**src/rtl/ecc_log_pkg.sv**
```systemverilog
package ecc_log_pkg;
  localparam int REG_W    = 32;
  localparam int LINE_LSB = 7;
  localparam int STAT_SBE = 0;
  localparam int STAT_MBE = 1;

  typedef enum logic {
    SEL_CAPT = 1'b0,
    SEL_STAT = 1'b1
  } reg_sel_e;
endpackage

```
**src/rtl/ecc_log_flags.sv**
```systemverilog
module ecc_log_flags (
  input  logic       clk_i,
  input  logic       pwrgood_ni,
  input  logic       sbe_i,
  input  logic       mbe_i,
  input  logic [1:0] clr_i,
  output logic       sbe_q_o,
  output logic       mbe_q_o,
  output logic       cap_en_o
);
  logic sbe_q, mbe_q;
  logic sbe_eff, mbe_eff;

  // a clear in the same cycle as an error acts first
  assign sbe_eff = sbe_q & ~clr_i[0];
  assign mbe_eff = mbe_q & ~clr_i[1];

  always_comb begin
    if (mbe_i) cap_en_o = ~mbe_eff;
    else       cap_en_o = sbe_i & ~sbe_eff & ~mbe_eff;
  end

  always_ff @(posedge clk_i or negedge pwrgood_ni) begin
    if (!pwrgood_ni) begin
      sbe_q <= 1'b0;
      mbe_q <= 1'b0;
    end else begin
      sbe_q <= sbe_eff | sbe_i;
      mbe_q <= mbe_eff | mbe_i;
    end
  end

  assign sbe_q_o = sbe_q;
  assign mbe_q_o = mbe_q;

  assert_mbe_sets_R5: assert property (@(posedge clk_i) disable iff (!pwrgood_ni)
    mbe_i |=> mbe_q);
  assert_both_set_R7: assert property (@(posedge clk_i) disable iff (!pwrgood_ni)
    (sbe_i && mbe_i) |=> (sbe_q && mbe_q));
  assert_mbe_sticky_R8: assert property (@(posedge clk_i) disable iff (!pwrgood_ni)
    (mbe_q && !clr_i[1]) |=> mbe_q);
  assert_mbe_locks_R6: assert property (@(posedge clk_i) disable iff (!pwrgood_ni)
    (mbe_q && !clr_i[1]) |-> !cap_en_o);
endmodule

```
**src/rtl/ecc_log_capture.sv**
```systemverilog
module ecc_log_capture #(
  parameter int REG_W    = 32,
  parameter int LINE_LSB = 7
) (
  input  logic                      clk_i,
  input  logic                      pwrgood_ni,
  input  logic                      cap_en_i,
  input  logic [REG_W-1:LINE_LSB]   line_i,
  input  logic                      chan_i,
  output logic [REG_W-1:0]          capt_o
);
  localparam int LINE_W = REG_W - LINE_LSB;
  localparam int RSV_W  = LINE_LSB - 1;

  logic [LINE_W-1:0] line_q;
  logic              chan_q;

  always_ff @(posedge clk_i or negedge pwrgood_ni) begin
    if (!pwrgood_ni) begin
      line_q <= '0;
      chan_q <= 1'b0;
    end else if (cap_en_i) begin
      line_q <= line_i;
      chan_q <= chan_i;
    end
  end

  assign capt_o = {line_q, {RSV_W{1'b0}}, chan_q};

  assert_hold_R4: assert property (@(posedge clk_i) disable iff (!pwrgood_ni)
    !cap_en_i |=> $stable(capt_o));
endmodule

```
**src/rtl/ecc_log_regif.sv**
```systemverilog
module ecc_log_regif
  import ecc_log_pkg::*;
#(
  parameter int REG_W = 32
) (
  input  logic             clk_i,
  input  logic             rst_ni,
  input  logic             rd_en_i,
  input  logic             rd_sel_i,
  input  logic             wr_en_i,
  input  logic             wr_sel_i,
  input  logic [1:0]       wr_clr_i,
  input  logic [REG_W-1:0] capt_i,
  input  logic             sbe_q_i,
  input  logic             mbe_q_i,
  output logic [1:0]       clr_o,
  output logic [REG_W-1:0] rd_data_o
);
  logic [REG_W-1:0] stat;
  logic [REG_W-1:0] rd_mux;
  logic [REG_W-1:0] rd_q;

  always_comb begin
    stat           = '0;
    stat[STAT_SBE] = sbe_q_i;
    stat[STAT_MBE] = mbe_q_i;
  end

  assign rd_mux = (rd_sel_i == SEL_STAT) ? stat : capt_i;
  // capture register is read-only: writes with select 0 decode to nothing
  assign clr_o  = (wr_en_i && wr_sel_i == SEL_STAT) ? wr_clr_i : 2'b00;

  always_ff @(posedge clk_i or negedge rst_ni) begin
    if (!rst_ni)      rd_q <= '0;
    else if (rd_en_i) rd_q <= rd_mux;
  end

  assign rd_data_o = rd_q;

  assert_rd_hold_R11: assert property (@(posedge clk_i) disable iff (!rst_ni)
    !rd_en_i |=> $stable(rd_data_o));
  assert_capt_wr_R9: assert property (@(posedge clk_i)
    (wr_en_i && wr_sel_i == SEL_CAPT) |-> clr_o == 2'b00);
endmodule

```
**src/rtl/ecc_err_logger.sv**
```systemverilog
module ecc_err_logger
  import ecc_log_pkg::*;
(
  input  logic             clk_i,
  input  logic             rst_ni,
  input  logic             pwrgood_ni,
  input  logic             err_sbe_i,
  input  logic             err_mbe_i,
  input  logic [REG_W-1:0] err_addr_i,
  input  logic             err_chan_i,
  input  logic             rd_en_i,
  input  logic             rd_sel_i,
  input  logic             wr_en_i,
  input  logic             wr_sel_i,
  input  logic [REG_W-1:0] wr_data_i,
  output logic [REG_W-1:0] rd_data_o
);
  logic             sbe_q, mbe_q, cap_en;
  logic [1:0]       clr;
  logic [REG_W-1:0] capt;
  logic             unused_bits;

  assign unused_bits = ^{err_addr_i[LINE_LSB-1:0], wr_data_i[REG_W-1:2]};

  ecc_log_flags u_flags (
    .clk_i      (clk_i),
    .pwrgood_ni (pwrgood_ni),
    .sbe_i      (err_sbe_i),
    .mbe_i      (err_mbe_i),
    .clr_i      (clr),
    .sbe_q_o    (sbe_q),
    .mbe_q_o    (mbe_q),
    .cap_en_o   (cap_en)
  );

  ecc_log_capture #(.REG_W(REG_W), .LINE_LSB(LINE_LSB)) u_capt (
    .clk_i      (clk_i),
    .pwrgood_ni (pwrgood_ni),
    .cap_en_i   (cap_en),
    .line_i     (err_addr_i[REG_W-1:LINE_LSB]),
    .chan_i     (err_chan_i),
    .capt_o     (capt)
  );

  ecc_log_regif #(.REG_W(REG_W)) u_regif (
    .clk_i     (clk_i),
    .rst_ni    (rst_ni),
    .rd_en_i   (rd_en_i),
    .rd_sel_i  (rd_sel_i),
    .wr_en_i   (wr_en_i),
    .wr_sel_i  (wr_sel_i),
    .wr_clr_i  (wr_data_i[1:0]),
    .capt_i    (capt),
    .sbe_q_i   (sbe_q),
    .mbe_q_i   (mbe_q),
    .clr_o     (clr),
    .rd_data_o (rd_data_o)
  );

  assert_sbe_capture_R3: assert property (@(posedge clk_i) disable iff (!pwrgood_ni)
    (!sbe_q && !mbe_q && err_sbe_i && !err_mbe_i)
    |=> (capt[REG_W-1:LINE_LSB] == $past(err_addr_i[REG_W-1:LINE_LSB]) && sbe_q));
  assert_sbe_locked_R4: assert property (@(posedge clk_i) disable iff (!pwrgood_ni)
    ((sbe_q || mbe_q) && clr == 2'b00 && !err_mbe_i) |=> $stable(capt));
  assert_mbe_override_R5: assert property (@(posedge clk_i) disable iff (!pwrgood_ni)
    (!mbe_q && err_mbe_i) |=> (capt[0] == $past(err_chan_i)));
endmodule

```
**config.mk**
```make
export PLATFORM = sky130hd
export DESIGN_NAME = ecc_err_logger
export DESIGN_NICKNAME = d
export VERILOG_FILES = /design/src/rtl/ecc_log_pkg.sv /design/src/rtl/ecc_log_flags.sv /design/src/rtl/ecc_log_capture.sv /design/src/rtl/ecc_log_regif.sv /design/src/rtl/ecc_err_logger.sv
export SDC_FILE = /design/constraint.sdc
export NUM_CORES = 1
export LEC_CHECK = 0
export ABC_AREA = 0
export CAP_MARGIN = 15
export CORE_MARGIN = 2
export CORE_UTILIZATION = 43
export CTS_CLUSTER_SIZE = 20
export DETAILED_ROUTE_END_ITERATION = 10
export MAX_ROUTING_LAYER = met4
export PLACE_DENSITY_LB_ADDON = 0.1
export SYNTH_ARGS = -nofsm -noshare
export SYNTH_HDL_FRONTEND = slang
export SYNTH_HIERARCHICAL = 1
export SYNTH_SLANG_ARGS = --single-unit
```
**constraint.sdc**
```tcl
create_clock -name clk_i -period 1.7 [get_ports clk_i]
set_input_delay 0.17 -clock clk_i [delete_from_list [all_inputs] [get_ports clk_i]]
set_output_delay 0.17 -clock clk_i [all_outputs]
set_load 0.01 [all_outputs]
```
# [Word level (Yosys, flattened, before mapping)]
# Index checks and enable logic that the tools add are counted.
[op_classes] bitwise=10 mux=3 n_reduce_logical=1
[op_table] operator="$mux W32" n=1
[op_table] operator="$and A1 B1 Y1" n=4
[op_table] operator="$not A1 Y1" n=4
[op_table] operator="$mux W2" n=1
[op_table] operator="$or A1 B1 Y1" n=2
[op_table] operator="$logic_and A1 B1 Y1" n=1
[op_table] operator="$mux W1" n=1
[totals] elab_cells=19 output_inout_bits=32 register_bits=60 in_bits=74

# [Logic depth before layout (Yosys ltp)]
# Gate-level depths: netlist of run 1.
[depth] depth_word=8 mapped_depth=6

# [Modules after synthesis]
# Netlist of run 1, hierarchy kept.
[modules_own_cells] module="ecc_log_regif" instances=1 area_each_um2=1408.9 cells_per_inst=140 seq_area_each_um2=800.8
[modules_own_cells] module="ecc_log_capture" instances=1 area_each_um2=1126.1 cells_per_inst=63 seq_area_each_um2=650.6
[modules_own_cells] module="ecc_log_flags" instances=1 area_each_um2=102.6 cells_per_inst=9 seq_area_each_um2=50.0

# [Worst setup path before layout of run 1]
# OpenSTA, ideal clock, no wires.
[synth_timing] kind="register to register" start="reg u_flags.sbe_q (netlist: u_flags/sbe_q_o)" end="reg u_capt.line_q[10]" t_arrival_ns=1.312 required_time_ns=1.575 setup_slack_ns=0.263 stages_incl_launch_ff=6 n_path_buf=2 path_cell_list="dfrtp_1 nor3b_2 a211oi_2 buf_6 buf_12 mux2_4"
[synth_via] elab_chain_len=5
[synth_rtl] item="start: declaration" line="ecc_log_flags.sv:11" source="logic sbe_q, mbe_q;"
[synth_rtl] item="start signal: assignment" line="ecc_log_flags.sv:28" source="sbe_q <= sbe_eff | sbe_i;"
[synth_rtl] item="$and A1 B1 Y1" line="ecc_log_flags.sv:15" source="assign sbe_eff = sbe_q & ~clr_i[0];"
[synth_rtl] item="$not A1 Y1" line="ecc_log_flags.sv:20" source="else cap_en_o = sbe_i & ~sbe_eff & ~mbe_eff;"
[synth_rtl] item="$and A1 B1 Y1 (2 in series)" line="ecc_log_flags.sv:20"
[synth_rtl] item="$mux W1" line="ecc_log_flags.sv:19" source="if (mbe_i) cap_en_o = ~mbe_eff;"
[synth_rtl] item="net cap_en" line="ecc_err_logger.sv:18" source="logic sbe_q, mbe_q, cap_en;"
[synth_rtl] item="end signal: assignment" line="ecc_log_capture.sv:23" source="line_q <= line_i;"
[synth_rtl] item="end: declaration" line="ecc_log_capture.sv:15" source="logic [LINE_W-1:0] line_q;"
# The timed path passes the listed nets, and every way through them passes these cells.
# A chain may end at the register's enable or synchronous reset.

# [Final worst setup path of run 1]
[layout_timing] start="reg u_flags.sbe_q (netlist: u_flags/sbe_q_o)" end="reg u_capt.line_q[19]"
# Same word-level chain as after synthesis.

==> results.tsv, run 1 <==
stage	metric	value	unit
yosys	synth_cells	212	
timing	fin_tns_setup	0	ns
worst_setup_path	crit_path_start_kind	flip-flop	
power	switchingPower	0.0009824	W
worst_setup_path	cp_data_arrival_time	1.77	ns
route	post-route-drc-count	0	
cells_and_area	antenna_cells	0	
worst_setup_path	cp-end-kind	flip-flop	
clock_tree	clk_pin_slew	0.06	ns
floorplanning	row_count	28	
clock_tree	cts.root.buffer_cell	clkbuf_8	
placed_design	place_congestion	0.6985	
yosys	seq_area_frac_synth	0.5693	
power	combPwrFrac	0.232	
placed_design	dp_slack	-0.2136	ns
yosys	synth_xor_area_frac	0	
clock_tree	cts-buffers-inserted	9	
timing	min_period	1.569	ns
timing	setup_viol	0	
global_routing	grt_pass1_vias	1659	
power	p_total	0.003963	W
floorplanning	die_w	82.32	µm
power	p_per_area	1112	mW/mm²
worst_setup_path	crit_fanout	8	
clock_tree	cts_resized	0	
worst_setup_path	path_class	reg2reg	
global_routing	grt_max_degree	35	
global_routing	grt-ovfl-total	0	
timing	rsz0062_at_grt	false	
yosys	synthMuxAreaShare	0.1471	
placed_design	dpl_cell_area	0.003372	mm²
timing	period_share	0.9230	
floorplanning	die-height	82.32	µm
floorplanning	die_area	0.006777	mm²
timing	whs	0.1541	ns
route	first_pass_iters	4	
power	swShare	0.2479	
clock_tree	clk_latency	0.32	ns
cells_and_area	fin_area	0.003563	mm²
route	wirelength	4873	µm
hold_path	hold_path.class	in2reg	
timing	hold_viol	0	
yosys	yosys.area_share.simple	0.09915	
worst_setup_path	startpoint	u_flags/sbe_q_o	
floorplanning	io_pins	106	
clock_tree	post_cts_buffers	0	
yosys	synth_cell_type_count	20	
route	via_count	1686	
floorplanning	core_area	0.005921	mm²
global_routing	grt_first_pass_wirelength	7872	µm
floorplanning	start_util	0.4455	
status	outcome	finished clean	
cells_and_area	area_growth	35.10	%
power	p_leak	1.548	nW
yosys	syn_area	0.002638	mm²
job	max_cap_violations	0	
route	wl_per_cell	13.31	µm
clock_tree	clkSinkCount	60	
placed_design	dp_hpwl	3288	µm
cells_and_area	drive_above_1_share	0.1821	
timing	worst_slack	0.1309	ns
worst_setup_path	crit_required	1.90	ns
yosys	synth-adder-area-share	0	
hold_path	min_from	rd_en_i	
route	initialDrtViolationCount	67	
yosys	synth-seq-cells	60	
power	ir_drop	0.0005178	V
power	power.share.clock	0.290	
power	p_seq_frac	0.478	
clock_tree	hold_buffers	1	
route	final_antenna_net_count	0	
yosys	synth_top_family_by_area	multiplexers	
timing	fin_skew	0.004459	ns
worst_setup_path	rr_startpoint	u_flags/sbe_q_o	
clock_tree	cts_tree	done	
cells_and_area	final_nets	360	
yosys	synth_warnings	6	
yosys	synth_compound_area_frac	0.07163	
placed_design	port_buffers	68	
route	via_per_inst	4.607	
global_routing	gr-usage-all-layers	0.1650	
global_routing	antenna_found_initial	0	
clock_tree	clockBufferDepth	2	
yosys	avgSynthCellArea	12.44	µm²
timing	fmax	637.3	MHz
clock_tree	htreeDepth	3	
timing	drv_slew	0	
power	intPower	0.002980	W
-- area by class of cell --
class / count / area (µm²)
Tap cell: 75 / 93.84
Clock inverter: 1 / 5.005
Clock buffer: 15 / 176.4
Inverter: 32 / 120.1
Fill cell: 486 / 2357
Multi-Input combinational cell: 105 / 868.3
Sequential cell: 60 / 1501
Timing Repair Buffer: 78 / 798.3
-- sequential cells by signal (all words and copies together) (netlist names) --
| register | flops |
|---|---|
| u_regif/rd_data_o | 32 |
| u_flags/sbe_q_o | 1 |
| u_flags/mbe_q_o | 1 |
| u_capt/line_q | 25 |
| u_capt/chan_q | 1 |
-- critical path: stages (launching register included) --
cell,delay (ns)
dfrtp_1,0.39
nor3b_2,0.18
a211oi_4,0.31
buf_4,0.26
mux2_4,0.31
-- metrics by stage --
stage                 util  std cells
global placement    0.5695        349
finish              0.6019        366
detailed placement  0.5695        349
floorplan                -        217
global route        0.6019        366
CTS                 0.6019        366
-- Yosys cell counts (all sizes together) --
library cell	number	area, µm²
nor3b	1	12.51
nand3b	30	225.2
inv	32	120.1
conb	1	3.750
nor2	3	11.26
and3	2	12.51
dfrtp	60	1501
buf	20	173.9
mux2	26	367.9
a21o	2	16.27
a211oi	1	12.51
o21ai	30	150.2
mux2i	2	20.02
a21oi	2	10.01
-- power by group through the flow --
stage | clock network [W] | registers, W | logic (W)
final | 0.00115 | 0.00190 | 0.000920
after global routing | 0.00127 | 0.00194 | 0.00100
after CTS | 0.00119 | 0.00190 | 0.000935
after detailed placement | 0 | 0.00193 | 0.000928
after global placement | 0 | 0.00192 | 0.000916
after floorplan | 0 | 0.00195 | 0.000470
-- cells by family (layout without fill, tap and decap cells) --
| logic type | count (synthesis) | count (layout) |
|---|---|---|
| muxes | 28 | 28 |
| DFF | 60 | 60 |
| AOI/OAI and AO/OA | 35 | 35 |
| buffers and inverters | 52 | 126 |
| other | 1 | 6 |
| and+or+nand+nor | 36 | 36 |
-- cell usage in the layout, fill, tap and decap left out, types with 2 or more instances in the layout --
master           instances
nor2_1                   3
mux2_4                  20
o21ai_1                 24
inv_1                   32
conb_1                   6
o21ai_0                  6
dfrtp_1                 60
mux2_2                   6
buf_2                    2
and3_1                   2
clkbuf_8                12
nand3b_1                30
clkdlybuf4s50_1         66
a21oi_1                  2
clkbuf_1                 3
mux2i_1                  2
buf_4                    5
buf_12                   4
-- final timing paths --
check	end	depth (start not counted)	slack, ns
max	u_capt/line_q[19]	4	0.13
min	u_regif/rd_data_o[19]	2	0.15
max reg2reg	u_capt/line_q[19]	4	0.13
min reg2reg	u_capt/line_q[24]	1	0.51
max in group asynchronous	u_regif/rd_data_o[17]	3	0.88
min in group asynchronous	u_capt/chan_q	2	0.23
-- routing by layer --
layer / GRT usage / vias up / routed length (µm)
met5: - / - / 0
met4: 0.09000 / 0 / 74
met3: 0.04239 / 7 / 169
met2: 0.2355 / 37 / 2282
met1: 0.2145 / 812 / 2346
li1: - / 830 / -
(Power assumes the default switching activity.)
==> run 2: changes to the inputs <==
--- a/config.mk
+++ b/config.mk
@@ -6,9 +6,10 @@
 export NUM_CORES = 1
 export LEC_CHECK = 0
 export ABC_AREA = 0
+export ABC_CLOCK_PERIOD_IN_PS = 1900
 export CAP_MARGIN = 15
 export CORE_MARGIN = 2
-export CORE_UTILIZATION = 43
+export CORE_UTILIZATION = 47
 export CTS_CLUSTER_SIZE = 20
 export DETAILED_ROUTE_END_ITERATION = 10
 export MAX_ROUTING_LAYER = met4
==> constraint.sdc (replaced) <==
create_clock -name clk_i -period 1.9 [get_ports clk_i]
set_input_delay 0.19 -clock clk_i [delete_from_list [all_inputs] [get_ports clk_i]]
set_output_delay 0.19 -clock clk_i [all_outputs]
set_load 0.01 [all_outputs]
==> run 2 against run 1 <==
Clock power is 14% higher. Die area is 8.1% lower. Wire length is 0.41% higher. Global-route usage is 1.3 points higher. Final area is 0.14% lower. Combinational power is 12% lower. Clock-buffer cell count is 3 lower. Core utilization is 4.8 points higher.
==> results.tsv, run 2 (synthesis results as in run 1) <==
stage	metric	value	unit	change
hold_path	hold_path.class	in2async		
cells_and_area	drive_above_1_share	0.1812		-0.0009459
route	wirelength	4893	µm	+0.41%
worst_setup_path	rr_startpoint	u_flags/sbe_q_o		
route	first_pass_iters	4		unchanged
timing	setup_viol	0		unchanged
cells_and_area	final_cell_mix	66 x clkdlybuf4s50_1, 60 x dfrtp_1, 32 x inv_1		
route	initialDrtViolationCount	76		+13%
clock_tree	clkSinkCount	60		unchanged
floorplanning	die_area	0.006227	mm²	-8.1%
route	final_antenna_net_count	0		unchanged
timing	fin_tns_setup	0	ns	unchanged
cells_and_area	final_common_cell	clkdlybuf4s50_1		
cells_and_area	fillCellCount	462		-4.9%
clock_tree	post_cts_buffers	0		unchanged
power	swShare	0.2364		-0.01149
clock_tree	htreeDepth	3		unchanged
floorplanning	die-height	78.91	µm	-4.1%
global_routing	grt_max_degree	41		+17%
cells_and_area	area_growth	34.91	%	
timing	fin_skew	0.005548	ns	+0.001089 ns
placed_design	port_buffers	68		unchanged
cells_and_area	antenna_cells	0		unchanged
timing	min_period	1.562	ns	
placed_design	place_congestion	0.7354		+5.3%
timing	whs	0.2434	ns	+0.08924 ns
floorplanning	start_util	0.4819		+0.03646
worst_setup_path	crit_fanout	8		unchanged
route	post-route-drc-count	0		unchanged
worst_setup_path	crit_slowest_cell	clkdlybuf4s50_1		
worst_setup_path	crit_buf_inv	2		+1
power	power.share.clock	0.344		+0.054
timing	rsz0062_at_grt	false		
timing	fmax	640.1	MHz	
power	p_leak	1.548	nW	about the same
worst_setup_path	reg2reg_depth	4		unchanged
timing	hold_viol	0		unchanged
power	p_per_area	1073	mW/mm²	-3.5%
global_routing	antenna_found_initial	0		unchanged
timing	drv_slew	0		unchanged
cells_and_area	final_nets	356		-1.1%
worst_setup_path	slowest_delay	0.46	ns	+0.07 ns
status	outcome	finished clean		
worst_setup_path	path_class	in2reg		
timing	period_share	0.8223		
worst_setup_path	cp-end-kind	flip-flop		
global_routing	gr-usage-all-layers	0.1776		+0.01266
worst_setup_path	critPathTopFamily	buffers and inverters		
clock_tree	cts_tree	done		
power	combPwrFrac	0.212		-0.020
floorplanning	io_pins	106		unchanged
power	switchingPower	0.0009029	W	-8.1%
power	intPower	0.002916	W	-2.2%
worst_setup_path	cp_num_cells	6		+2
worst_setup_path	path_cells	clkdlybuf4s50_1 > and3_1 > nor3b_2 > a211oi_4 > buf_4 > mux2_2		
clock_tree	clockBufferDepth	2		unchanged
clock_tree	cts.root.buffer_cell	clkbuf_8		
floorplanning	die_w	78.91	µm	-4.1%
global_routing	grt-ovfl-total	0		unchanged
worst_setup_path	startpoint	wr_en_i		
worst_setup_path	crit_required	2.11	ns	+0.21 ns
power	p_total	0.003819	W	-3.6%
job	max_cap_violations	0		unchanged
timing	worstMarginPinSlew	0.7930	ns	
clock_tree	clk_pin_slew	0.06	ns	about the same
placed_design	dp_hpwl	3103	µm	-5.6%
power	ir_drop	0.0004968	V	-4.1%
route	via_per_inst	4.680		+1.6%
route	wl_per_cell	13.63	µm	+2.4%
power	p_seq_frac	0.444		-0.034
floorplanning	row_count	27		-3.6%
global_routing	grt_first_pass_wirelength	8155	µm	+3.6%
global_routing	grt_pass1_vias	1702		+2.6%
clock_tree	cts-buffers-inserted	9		unchanged
worst_setup_path	crit_path_start_kind	primary input		
cells_and_area	largest_reg_flops	32		unchanged
route	via_count	1680		-0.36%
clock_tree	clk_latency	0.32	ns	about the same
timing	relSlewSlack	0.4713		
worst_setup_path	cp_data_arrival_time	1.77	ns	about the same
floorplanning	core_area	0.005473	mm²	-7.6%
[run 2: metal layers]
layer / track usage / part of all wire / up-vias / routed length, µm
li1: - / - / 824 / -
met1: 0.2319 / 0.48 / 811 / 2327
met2: 0.2667 / 0.47 / 39 / 2277
met3: 0.04659 / 0.046 / 6 / 225
met4: 0.07241 / 0.012 / 0 / 61
met5: - / 0 / - / 0
[run 2: what timing repair did]
| action | in CTS | in global routing |
|---|---|---|
| gates resized for setup | 0 | 0 |
| endpoints found under the hold margin | 32 | 0 |
| hold buffers | 1 | 0 |
[run 2: final timing paths]
kind                       slack (ns)                    end
min in group clk_i               0.32  u_regif/rd_data_o[26]
max                              0.34      u_capt/line_q[22]
min                              0.24      u_capt/line_q[20]
max reg2reg                      0.36      u_capt/line_q[22]
min reg2reg                      0.51  u_regif/rd_data_o[30]
max in group asynchronous        0.91  u_regif/rd_data_o[30]
[run 2: final cells by class]
class / instances / area (µm²) / area share
Sequential cell: 60 / 1501 / 0.4219
Multi-Input combinational cell: 105 / 868.3 / 0.2440
Timing Repair Buffer: 74 / 743.2 / 0.2089
Clock buffer: 12 / 165.2 / 0.04641
Inverter: 32 / 120.1 / 0.03376
Tap cell: 72 / 90.09 / 0.02532
Clock inverter: 4 / 70.07 / 0.01969
[run 2: metrics by stage]
step	area, µm²	instances	worst slack [ns]	utilization
after global placement	3313	342	0.01042	0.6054
after CTS	3558	359	0.3511	0.6502
after floorplan	2656	217	0.4627	-
final	3558	359	0.3377	0.6502
after global routing	3558	359	0.2624	0.6502
after detailed placement	3313	342	-0.004443	0.6054
[run 2: worst register-to-register path, cell delays in order (launching register included)]
cell,delay [ns]
dfrtp_1,0.39
nor3b_2,0.18
a211oi_4,0.27
buf_4,0.24
mux2_2,0.35
[run 2: power groups by stage]
stage          sequential, W  combinational [W]  clock [W]
2_1_floorplan        0.00174           0.000421          0
3_3_place_gp         0.00171           0.000803          0
3_5_place_dp         0.00171           0.000819          0
4_1_cts              0.00170           0.000823    0.00135
5_1_grt              0.00174           0.000882    0.00141
6_report             0.00170           0.000810    0.00131
==> run 3: changes to the inputs <==
--- a/config.mk
+++ b/config.mk
@@ -6,10 +6,10 @@
 export NUM_CORES = 1
 export LEC_CHECK = 0
 export ABC_AREA = 0
-export ABC_CLOCK_PERIOD_IN_PS = 1900
+export ABC_CLOCK_PERIOD_IN_PS = 1420
 export CAP_MARGIN = 15
 export CORE_MARGIN = 2
-export CORE_UTILIZATION = 47
+export CORE_UTILIZATION = 39
 export CTS_CLUSTER_SIZE = 20
 export DETAILED_ROUTE_END_ITERATION = 10
 export MAX_ROUTING_LAYER = met4
==> constraint.sdc (replaced) <==
create_clock -name clk_i -period 1.42 [get_ports clk_i]
set_input_delay 0.142 -clock clk_i [delete_from_list [all_inputs] [get_ports clk_i]]
set_output_delay 0.142 -clock clk_i [all_outputs]
set_load 0.01 [all_outputs]
==> run 3 against run 2 <==
The flow now finishes with violations (setup timing). Power grew 27%. Critical path depth grew 1. Clock skew shrank 0.0013 ns. Register-to-register slack lost 0.38 ns. Flip-flop and latch count is the same. Clock power grew 8%. Die area grew 19%. Wire length grew 7.6%. Setup slack lost 0.37 ns. Largest power group unchanged. Highest routed layer unchanged.
==> results.tsv, run 3 (synthesis results as in run 1) <==
stage	metric	value	unit	change
timing	min_period	1.457	ns	
hold_path	worstHoldPathCells	2		
route	final_antenna_net_count	0		unchanged
cells_and_area	largest_reg_flops	32		unchanged
timing	fmax	686.4	MHz	
cells_and_area	finalCoreUtilization	0.5709		-0.07930
placed_design	port_buffers	68		unchanged
clock_tree	cts.root.buffer_cell	clkbuf_8		
route	wl_per_cell	14.15	µm	+3.8%
clock_tree	clockBufferDepth	2		unchanged
timing	hold_viol	0		unchanged
placed_design	place_inst	351		+2.6%
clock_tree	cts_tree	done		
clock_tree	clk_pin_slew	0.06	ns	about the same
worst_setup_path	crit_path_start_kind	primary input		
worst_setup_path	cp-end-kind	flip-flop		
cells_and_area	regArea	0.001501	mm²	unchanged
clock_tree	clkSinkCount	60		unchanged
floorplanning	core_area	0.006459	mm²	+18%
floorplanning	die-height	86.24	µm	+9.3%
cells_and_area	multi_input_area	897.1	µm²	+3.3%
global_routing	grt_pass1_vias	1744		+2.5%
cells_and_area	final_nets	365		+2.5%
status	outcome	complete, but fails checks		
timing	setup_viol	26		+26
worst_setup_path	crit_fanout	5		-3
status	violations	setup timing		
placed_design	dp_hpwl	3489	µm	+12%
worst_setup_path	rr_startpoint	u_flags/sbe_q_o		
floorplanning	row_count	29		+7.4%
clock_tree	cts-buffers-inserted	9		unchanged
power	p_per_area	1316	mW/mm²	+23%
global_routing	grt-ovfl-total	0		unchanged
timing	drv_slew	0		unchanged
floorplanning	start_util	0.4084		-0.07357
worst_setup_path	startpoint	wr_data_i[0]		
floorplanning	die_area	0.007436	mm²	+19%
global_routing	use_met2	0.2283		-0.03834
worst_setup_path	cp_data_arrival_time	1.67	ns	-0.10 ns
route	initialDrtViolationCount	66		-13%
route	post-route-drc-count	0		unchanged
global_routing	grtUsageMet1	0.2031		-0.02882
floorplanning	die_w	86.24	µm	+9.3%
placed_design	place_congestion	0.6558		-11%
cells_and_area	final_cell_mix	60 x clkdlybuf4s50_1, 60 x dfrtp_1, 31 x inv_1		
job	max_cap_violations	0		unchanged
global_routing	top_usage_layer	met2		
timing	relSlewSlack	0.5714		+0.1001
global_routing	grt_max_degree	36		-12%
global_routing	gr-usage-all-layers	0.1572		-0.02039
timing	fin_skew	0.004255	ns	-0.001294 ns
worst_setup_path	reg2reg_depth	5		+1
route	via_per_inst	4.680		about the same
timing	whs	0.2479	ns	+0.004513 ns
global_routing	grt_first_pass_wirelength	8535	µm	+4.7%
global_routing	met3_usage	0.04762		+0.001028
timing	worstMarginPinSlew	0.6429	ns	-0.1501 ns
route	wirelength	5264	µm	+7.6%
cells_and_area	area_growth	39.80	%	
worst_setup_path	path_class	in2reg		
timing	rsz0062_at_grt	true		
global_routing	antenna_found_initial	0		unchanged
clock_tree	htreeDepth	3		unchanged
hold_path	hold_path.class	in2reg		
timing	period_share	1.026		
power	ir_drop	0.0006014	V	+21%
worst_setup_path	crit_required	1.63	ns	-0.48 ns
route	via_count	1741		+3.6%
cells_and_area	fin_cells	372		+3.6%
timing	worst_slack	-0.03684	ns	-0.3745 ns
cells_and_area	fillCellCount	574		+24%
floorplanning	io_pins	106		unchanged
cells_and_area	antenna_cells	0		unchanged
route	first_pass_iters	4		unchanged
hold_path	min_from	rd_en_i		
power	p_leak	1.672	nW	+8.0%
clock_tree	clk_latency	0.33	ns	about the same
cells_and_area	drive_above_1_share	0.2034		+0.02221
run 3: layout make-up:
| type | instances | share of cell area |
|---|---|---|
| clock buffers | 14 | 0.04954 |
| flip-flops and latches | 60 | 0.4072 |
| repair buffers | 83 | 0.2399 |
| multi-input cells | 105 | 0.2433 |
| well taps | 77 | 0.02613 |
| inverters | 32 | 0.03258 |
| clock inverters | 1 | 0.001357 |
run 3: per-layer routing:
metal	vias up	routed length (µm)
met4	0	99
li1	842	-
met2	51	2421
met1	838	2486
met3	10	256
met5	-	0
run 3: critical path, cell delays in order:
cell and delay [ns]:
clkdlybuf4s50_1 0.44, and3_1 0.22, nor3b_4 0.07, a211oi_4 0.18, buf_6 0.17, clkbuf_16 0.15
mux2_4 0.29
run 3: timing repair:
action | 4_1_cts | 5_1_grt
pin swaps | 0 | 2
setup buffers | 0 | 2
setup endpoints to repair | 22 | 29
gates cloned | 0 | 2
resized for setup | 2 | 12
hold endpoints to repair | 45 | 0
hold buffers | 2 | 0
run 3: worst paths after layout:
path | end | slack, ns
max in group asynchronous | u_regif/rd_data_o[29] | 0.57
min | u_regif/rd_data_o[8] | 0.25
min in group asynchronous | u_regif/rd_data_o[6] | 0.27
max | u_capt/line_q[7] | -0.04
max reg2reg | u_capt/line_q[7] | -0.02
min reg2reg | u_regif/rd_data_o[4] | 0.51
run 3: metrics by stage:
step / power [W] / setup TNS, ns / instance area (µm²) / setup WS [ns]
5_1_grt: 0.005145 / -1.648 / 3687 / -0.07287
3_5_place_dp: 0.003410 / -9.539 / 3369 / -0.3821
6_report: 0.004854 / -0.6963 / 3687 / -0.03684
3_3_place_gp: 0.003383 / -9.120 / 3369 / -0.3609
2_1_floorplan: 0.002893 / 0 / 2656 / 0.03082
4_1_cts: 0.004891 / -0.4826 / 3585 / -0.03053
run 3: where the power goes:
part           switching, W  internal [W]  leakage [nW]
clock              0.000608      0.000812        0.0986
sequential         0.000199       0.00208         0.735
combinational      0.000398      0.000760         0.838
